### src/rtl/lsq_pkg.sv
`timescale 1ns/1ps
package lsq_pkg;
    typedef enum logic {
        KIND_LD = 1'b0,
        KIND_ST = 1'b1
    } lsq_kind_e;
endpackage

### src/rtl/lsq_ea_sel.sv
`timescale 1ns/1ps
// Finds the oldest held entry whose effective address is still unknown.
module lsq_ea_sel #(
    parameter int DEPTH = 8,
    localparam int IDXW = $clog2(DEPTH),
    localparam int CW   = $clog2(DEPTH + 1)
) (
    input  logic [CW-1:0]    cnt,
    input  logic [DEPTH-1:0] ea_ok,
    output logic             found,
    output logic [IDXW-1:0]  idx
);
    always_comb begin
        found = 1'b0;
        idx   = '0;
        for (int i = DEPTH - 1; i >= 0; i--) begin
            if ((CW'(i) < cnt) && !ea_ok[i]) begin
                found = 1'b1;
                idx   = IDXW'(i);
            end
        end
    end
endmodule

### src/rtl/lsq_ld_sel.sv
`timescale 1ns/1ps
// Picks the oldest load that may read memory without overtaking a
// conflicting or unresolved older store.
module lsq_ld_sel #(
    parameter int DEPTH = 8,
    parameter int AW    = 16,
    localparam int IDXW = $clog2(DEPTH),
    localparam int CW   = $clog2(DEPTH + 1)
) (
    input  logic [CW-1:0]            cnt,
    input  logic [DEPTH-1:0]         is_st,
    input  logic [DEPTH-1:0]         ea_ok,
    input  logic [DEPTH-1:0][AW-1:0] addr,
    output logic                     found,
    output logic [IDXW-1:0]          idx
);
    logic [DEPTH-1:0] blk;
    logic [DEPTH-1:0] cand;

    always_comb begin
        for (int i = 0; i < DEPTH; i++) begin
            blk[i] = 1'b0;
            for (int j = 0; j < i; j++) begin
                if (is_st[j] && (!ea_ok[j] || (addr[j] == addr[i]))) begin
                    blk[i] = 1'b1;
                end
            end
            cand[i] = (CW'(i) < cnt) && !is_st[i] && ea_ok[i] && !blk[i];
        end
    end

    always_comb begin
        found = 1'b0;
        idx   = '0;
        for (int i = DEPTH - 1; i >= 0; i--) begin
            if (cand[i]) begin
                found = 1'b1;
                idx   = IDXW'(i);
            end
        end
    end
endmodule

### src/rtl/lsq_addr_buf.sv
`timescale 1ns/1ps
module lsq_addr_buf
    import lsq_pkg::*;
#(
    parameter int N_LD = 4,
    parameter int N_ST = 4,
    parameter int AW   = 16,
    parameter int DW   = 32,
    parameter int TW   = 4
) (
    input  logic          clk,
    input  logic          rst_n,
    input  logic          iss_valid,
    input  logic          iss_store,
    input  logic [TW-1:0] iss_rtag,
    input  logic          iss_base_rdy,
    input  logic [AW-1:0] iss_base_val,
    input  logic [TW-1:0] iss_base_tag,
    input  logic [AW-1:0] iss_off,
    input  logic          iss_data_rdy,
    input  logic [DW-1:0] iss_data_val,
    input  logic [TW-1:0] iss_data_tag,
    output logic          ld_full,
    output logic          st_full,
    input  logic          cdb_valid,
    input  logic [TW-1:0] cdb_tag,
    input  logic [DW-1:0] cdb_data,
    input  logic          mem_ready,
    output logic          mem_req,
    output logic          mem_we,
    output logic [AW-1:0] mem_addr,
    output logic [DW-1:0] mem_wdata,
    input  logic [DW-1:0] mem_rdata,
    output logic          res_valid,
    output logic [TW-1:0] res_tag,
    output logic [DW-1:0] res_data
);
    localparam int DEPTH = N_LD + N_ST;
    localparam int IDXW  = $clog2(DEPTH);
    localparam int CW    = $clog2(DEPTH + 1);

    typedef struct packed {
        lsq_kind_e     kind;
        logic [TW-1:0] rtag;
        logic          base_ok;
        logic [TW-1:0] base_tag;
        logic [AW-1:0] base;
        logic          ea_ok;
        logic [AW-1:0] a;        // offset until resolved, then effective address
        logic          data_ok;
        logic [TW-1:0] data_tag;
        logic [DW-1:0] data;
    } ent_t;

    typedef struct packed {
        ent_t [DEPTH-1:0] ent;   // index 0 is the oldest
        logic [CW-1:0]    cnt;
        logic [CW-1:0]    nld;
        logic [CW-1:0]    nst;
        logic             rv;
        logic [TW-1:0]    rtag;
        logic [DW-1:0]    rdata;
    } state_t;

    state_t s_q, s_d;
    ent_t [DEPTH-1:0] upd;
    ent_t nw;

    logic [DEPTH-1:0]         v_ea, v_st;
    logic [DEPTH-1:0][AW-1:0] v_a;
    logic                     ea_found, ld_found;
    logic [IDXW-1:0]          ea_idx, ld_idx;
    logic                     head_st, acc, rem;
    logic [IDXW-1:0]          rem_idx;
    logic [CW-1:0]            cnt_m;
    logic                     req_c, we_c;
    logic [AW-1:0]            addr_c;
    logic [DW-1:0]            wdata_c;

    always_comb begin
        for (int i = 0; i < DEPTH; i++) begin
            v_ea[i] = s_q.ent[i].ea_ok;
            v_st[i] = (s_q.ent[i].kind == KIND_ST);
            v_a[i]  = s_q.ent[i].a;
        end
    end

    lsq_ea_sel #(.DEPTH(DEPTH)) u_ea_sel (
        .cnt   (s_q.cnt),
        .ea_ok (v_ea),
        .found (ea_found),
        .idx   (ea_idx)
    );

    lsq_ld_sel #(.DEPTH(DEPTH), .AW(AW)) u_ld_sel (
        .cnt   (s_q.cnt),
        .is_st (v_st),
        .ea_ok (v_ea),
        .addr  (v_a),
        .found (ld_found),
        .idx   (ld_idx)
    );

    assign ld_full = (s_q.nld == CW'(N_LD));
    assign st_full = (s_q.nst == CW'(N_ST));

    always_comb begin
        // operand snoop on the result bus
        upd = s_q.ent;
        for (int i = 0; i < DEPTH; i++) begin
            if (cdb_valid && !upd[i].base_ok && (upd[i].base_tag == cdb_tag)) begin
                upd[i].base_ok = 1'b1;
                upd[i].base    = cdb_data[AW-1:0];
            end
            if (cdb_valid && (upd[i].kind == KIND_ST) && !upd[i].data_ok &&
                (upd[i].data_tag == cdb_tag)) begin
                upd[i].data_ok = 1'b1;
                upd[i].data    = cdb_data;
            end
        end
        // in-order address generation, one entry per cycle
        if (ea_found && s_q.ent[ea_idx].base_ok) begin
            upd[ea_idx].a     = s_q.ent[ea_idx].base + s_q.ent[ea_idx].a;
            upd[ea_idx].ea_ok = 1'b1;
        end

        // memory port: a ready head store first, otherwise the oldest safe load
        s_d     = s_q;
        s_d.rv  = 1'b0;
        req_c   = 1'b0;
        we_c    = 1'b0;
        addr_c  = '0;
        wdata_c = '0;
        rem     = 1'b0;
        rem_idx = '0;
        head_st = (s_q.cnt != '0) && (s_q.ent[0].kind == KIND_ST) &&
                  s_q.ent[0].ea_ok && s_q.ent[0].data_ok;
        if (mem_ready) begin
            if (head_st) begin
                req_c   = 1'b1;
                we_c    = 1'b1;
                addr_c  = s_q.ent[0].a;
                wdata_c = s_q.ent[0].data;
                rem     = 1'b1;
                s_d.nst = s_q.nst - CW'(1);
            end else if (ld_found) begin
                req_c     = 1'b1;
                addr_c    = s_q.ent[ld_idx].a;
                rem       = 1'b1;
                rem_idx   = ld_idx;
                s_d.nld   = s_q.nld - CW'(1);
                s_d.rv    = 1'b1;
                s_d.rtag  = s_q.ent[ld_idx].rtag;
                s_d.rdata = mem_rdata;
            end
        end

        // collapse the released slot
        cnt_m = s_q.cnt - CW'(rem);
        for (int i = 0; i < DEPTH - 1; i++) begin
            s_d.ent[i] = (rem && (IDXW'(i) >= rem_idx)) ? upd[i + 1] : upd[i];
        end
        s_d.ent[DEPTH-1] = upd[DEPTH-1];

        // append the newly issued operation
        acc         = iss_valid && (iss_store ? !st_full : !ld_full);
        nw          = '0;
        nw.kind     = iss_store ? KIND_ST : KIND_LD;
        nw.rtag     = iss_rtag;
        nw.base_tag = iss_base_tag;
        nw.base_ok  = iss_base_rdy || (cdb_valid && (cdb_tag == iss_base_tag));
        nw.base     = iss_base_rdy ? iss_base_val : cdb_data[AW-1:0];
        nw.a        = iss_off;
        nw.data_tag = iss_data_tag;
        nw.data_ok  = iss_data_rdy || (cdb_valid && (cdb_tag == iss_data_tag));
        nw.data     = iss_data_rdy ? iss_data_val : cdb_data;
        if (acc) begin
            s_d.ent[cnt_m[IDXW-1:0]] = nw;
            if (iss_store) s_d.nst = s_d.nst + CW'(1);
            else           s_d.nld = s_d.nld + CW'(1);
        end
        s_d.cnt = cnt_m + CW'(acc);
    end

    always_ff @(posedge clk) begin
        if (!rst_n) s_q <= '0;
        else        s_q <= s_d;
    end

    assign mem_req   = req_c;
    assign mem_we    = we_c;
    assign mem_addr  = addr_c;
    assign mem_wdata = wdata_c;
    assign res_valid = s_q.rv;
    assign res_tag   = s_q.rtag;
    assign res_data  = s_q.rdata;

    p_req_ready_r5: assert property (@(posedge clk) disable iff (!rst_n)
        mem_req |-> mem_ready);

    p_res_follows_r6: assert property (@(posedge clk) disable iff (!rst_n)
        (mem_req && !mem_we) |=> res_valid);

    p_res_cause_r6: assert property (@(posedge clk) disable iff (!rst_n)
        res_valid |-> $past(mem_req && !mem_we));

    p_ldfull_hold_r2: assert property (@(posedge clk) disable iff (!rst_n)
        (ld_full && !(mem_req && !mem_we)) |=> ld_full);

    p_st_release_r7: assert property (@(posedge clk) disable iff (!rst_n)
        (mem_req && mem_we) |=> !st_full);

    generate
        for (genvar g = 1; g < DEPTH; g++) begin : g_order
            p_ea_order_r4: assert property (@(posedge clk) disable iff (!rst_n)
                ((CW'(g) < s_q.cnt) && s_q.ent[g].ea_ok) |-> s_q.ent[g-1].ea_ok);
        end
    endgenerate
endmodule

### config.mk
export PLATFORM = sky130hd
export DESIGN_NAME = lsq_addr_buf
export DESIGN_NICKNAME = d
export VERILOG_FILES = /design/src/rtl/lsq_pkg.sv /design/src/rtl/lsq_ea_sel.sv /design/src/rtl/lsq_ld_sel.sv /design/src/rtl/lsq_addr_buf.sv
export SDC_FILE = /design/constraint.sdc
export NUM_CORES = 2
export LEC_CHECK = 0
export BUFFER_PORTS_ARGS = -buffer_cell sky130_fd_sc_hd__clkbuf_2
export CAP_MARGIN = 10
export CELL_PAD_IN_SITES_DETAIL_PLACEMENT = 1
export CELL_PAD_IN_SITES_GLOBAL_PLACEMENT = 1
export CORE_MARGIN = 2
export CORE_UTILIZATION = 45
export DETAILED_ROUTE_END_ITERATION = 8
export PLACE_DENSITY_LB_ADDON = 0.1
export SETUP_SLACK_MARGIN = 0.02
export SKIP_CTS_REPAIR_TIMING = 1
export SLEW_MARGIN = 0
export SYNTH_ARGS = -nofsm -noshare
export SYNTH_HDL_FRONTEND = slang
export SYNTH_SLANG_ARGS = --single-unit
### constraint.sdc
create_clock -name clk -period 6.7 [get_ports clk]
set_input_delay 2.01 -clock clk [delete_from_list [all_inputs] [get_ports clk]]
set_output_delay 2.01 -clock clk [all_outputs]
set_load 0.03 [all_outputs]
==> impl_metrics.yaml <==
status:
  status: "complete, but fails checks"
  violations: "setup timing"
placement:
  place_ws_ns: 0.4532
  placed_area_mm2: 0.04882
  dpl.hpwl_mm: 171.9
  io_buffer_count: 240
  routabilityCongestion: 1.107
global_routing:
  antenna_found_initial: 11
  grt_max_degree: 155
  grt_pass1_vias: 51242
  track_usage: 0.4758
  overflow: 0
  grt_pass1_wl_mm: 362.1
power_and_ir_drop:
  irDropWorstVdd_uv: 207.5
  p_per_area_mw_per_mm2: 238.8
  leakage_nw: 18.94
clock_tree:
  cts-root-buf: "clkbuf_16"
  path_clk_slew_ns: 0.06
  cts_buffers: 82
  clock_latency_ns: 0.72
  h-tree-depth: 3
  cts_sinks: 689
  cts_buffer_depth: 3
  cts_tree: "built"
yosys:
  synth_top_area_frac: 0.3050
  yosysSeqAreaShare: 0.3050
  synth_edf_count: 0
  async_flop_share: 0
  synth_warnings: 0
  postSynthAreaPerCell_um2: 7.663
  ys_seq_elements: 689
  netlist_area_mm2: 0.04522
  ys.flop_type: "dfxtp_1"
  synth_commonest_cells: "nor2_1 (733), dfxtp_1 (689), nand2_1 (605)"
  synth_top_cell_by_area: "dfxtp_1"
  yosysMostFrequentCell: "nor2_1"
  synthDistinctLibCells: 94
  syn_nets: 6077
  ys_top_cells_by_area: "dfxtp_1 (31%), xnor2_1 (9.8%), nor2_1 (6.1%)"
  synthCells: 5901
timing:
  max_freq_ghz: 0.1487
  layout_setup_ws_ns: -0.02524
  period_share: 1.004
  drv_slew: 0
  clock_skew_ns: 0.05011
  setup_violations: 5
  timing_worst_slew_pin_value_ns: 1.300
  period_needed_ns: 6.725
  hold_viol_final: 0
  rsz0062_at_grt: "true"
  slew-limit-headroom: 0.1336
floorplanning:
  coreArea_mm2: 0.09986
  die_area_mm2: 0.1030
  start_util: 0.4528
  num_rows: 116
  boundaryPins: 241
  die_height_um: 321
  fp.dieW_um: 321
cells_and_area:
  drive_gt1_frac: 0.1704
  postLayoutCellArea_mm2: 0.05173
  fin_nets: 6099
  num-fill-cells: 12092
  area_delta_synth_final_pct: 14.39
critical_path:
  end_kind: "output port"
  path_max_fanout: 10
  path_cells: "xnor2_2 -> nand4_1 -> o41ai_1 -> buf_4 -> a2111oi_1 -> nand3_1 -> buf_4 -> a31oi_4 -> buf_4 -> mux2_2 -> nor2_1 -> a21oi_1 -> a221o_1 -> clkbuf_2"
  slowest_stage: "dfxtp_1"
  crit_arrival_ns: 4.72
  critPathKind: "flip-flop to output port"
  start_kind: "flip-flop"
  rr_worst_depth: 21
  required_ns: 4.69
  slowest_delay_ns: 0.71
  cpMostUsedCell: "buf_4"
drt:
  totalWireLength_mm: 254.5
  ant_nets: 0
  wl_per_cell_um: 34.90
  vias_per_cell: 7.074
  drtIter0Drc: 6119
  drcViolationCount: 0
  first_pass_iters: 6
  via_count: 51573
run:
  cap_violations: 0
min_path:
  hold_class: "flip-flop to flip-flop"
  whs_path_depth: 2
-- sequential cells by signal, indices dropped and copies added (netlist names) --
| register | flops |
|---|---|
| res_tag | 4 |
| s_q | 652 |
| res_data | 32 |
| res_valid | 1 |
-- cells by family (layout without fill, tap and decap cells) --
family / count (synthesis) / after routing / synth area share
AO/OA/AOI/OAI: 1540 / 1540 / 0.2404
multiplexers: 291 / 291 / 0.06693
AND/OR/NAND/NOR: 2047 / 2047 / 0.2007
buffers and inverters: 774 / 858 / 0.07628
other: 0 / 8 / 0
XOR/XNOR: 535 / 535 / 0.1036
adder cells (fa/ha/maj): 25 / 25 / 0.007028
flip-flops: 689 / 689 / 0.3050
-- routing by layer --
layer	wire, um	up-vias	global-route usage
met5	44	-	0
li1	-	21382	-
met4	22340	6	0.3644
met1	94890	25560	0.5644
met2	111500	3482	0.7359
met3	25750	1143	0.1234
-- through the flow --
step / hold WS, ns / setup TNS, ns / std cells / power [mW] / util
6_report: 0.4779 / -0.06197 / 7291 / 12.35 / 0.5180
3_3_place_gp: 0.4599 / 0 / 7137 / 7.544 / 0.4889
5_1_grt: 0.4971 / -0.2142 / 7286 / 12.59 / 0.5179
4_1_cts: 0.4768 / -3.429 / 7283 / 12.12 / 0.5157
3_5_place_dp: 0.4681 / 0 / 7137 / 7.575 / 0.4889
2_1_floorplan: 0.4467 / 0 / 5901 / 6.153 / -
-- cells in the final DEF, fill, tap and decap left out, types with 68 or more instances in the layout --
| cell | Yosys | layout |
|---|---|---|
| a21oi_1 | 216 | 215 |
| mux2i_1 | 220 | 215 |
| a311oi_1 | 90 | 90 |
| o21ai_0 | 215 | 215 |
| nor3_1 | 99 | 95 |
| buf_4 | 68 | 381 |
| nand4_1 | 121 | 121 |
| a211oi_1 | 144 | 144 |
| o22ai_1 | 290 | 290 |
| mux2_2 | 68 | 68 |
| nand3_1 | 242 | 235 |
| dfxtp_1 | 689 | 625 |
| clkbuf_2 | 5 | 238 |
| clkbuf_16 | 0 | 84 |
| nor2_1 | 733 | 724 |
| or3_1 | 104 | 104 |
| nand2_1 | 605 | 600 |
| xnor2_1 | 504 | 495 |
-- where the power goes --
group	internal (mW)	leakage [nW]	switching [mW]
registers	4.28	5.61	0.254
logic	1.06	12.0	2.12
clock network	2.62	1.30	2.01
total	7.97	18.9	4.39
-- critical path, delay by kind of cell, from the launching register on --
kind            cells  cell delay (ns)
mux                 1             0.36
simple gates        3             0.50
compound gates      5             1.32
flops               1             0.71
xor+xnor            1             0.26
buf+inv             4             0.86
-- layout make-up --
cell class / count / area (um2) / share of cell area
repair buffers: 659 / 4852 / 0.09380
clock inverters: 20 / 210.2 / 0.004064
multi-input cells: 4438 / 28460 / 0.5502
flip-flops and latches: 689 / 13880 / 0.2683
diodes: 8 / 20.02 / 0.0003870
inverters: 53 / 209.0 / 0.004039
well taps: 1298 / 1624 / 0.03140
clock buffers: 126 / 2470 / 0.04775
-- path summary, 6_finish.rpt --
path / from / to / slack, ns
setup / recovery: s_q[496]$_SDFF_PN0_ / mem_addr[5] / -0.03
hold / removal: s_q[687]$_SDFFE_PN0P_ / s_q[687]$_SDFFE_PN0P_ / 0.48
setup reg to reg: s_q[48]$_SDFF_PN0_ / s_q[580]$_SDFF_PN0_ / 0.44
hold reg to reg: s_q[687]$_SDFFE_PN0P_ / s_q[687]$_SDFFE_PN0P_ / 0.48
Power figures use the tool's default switching activity.
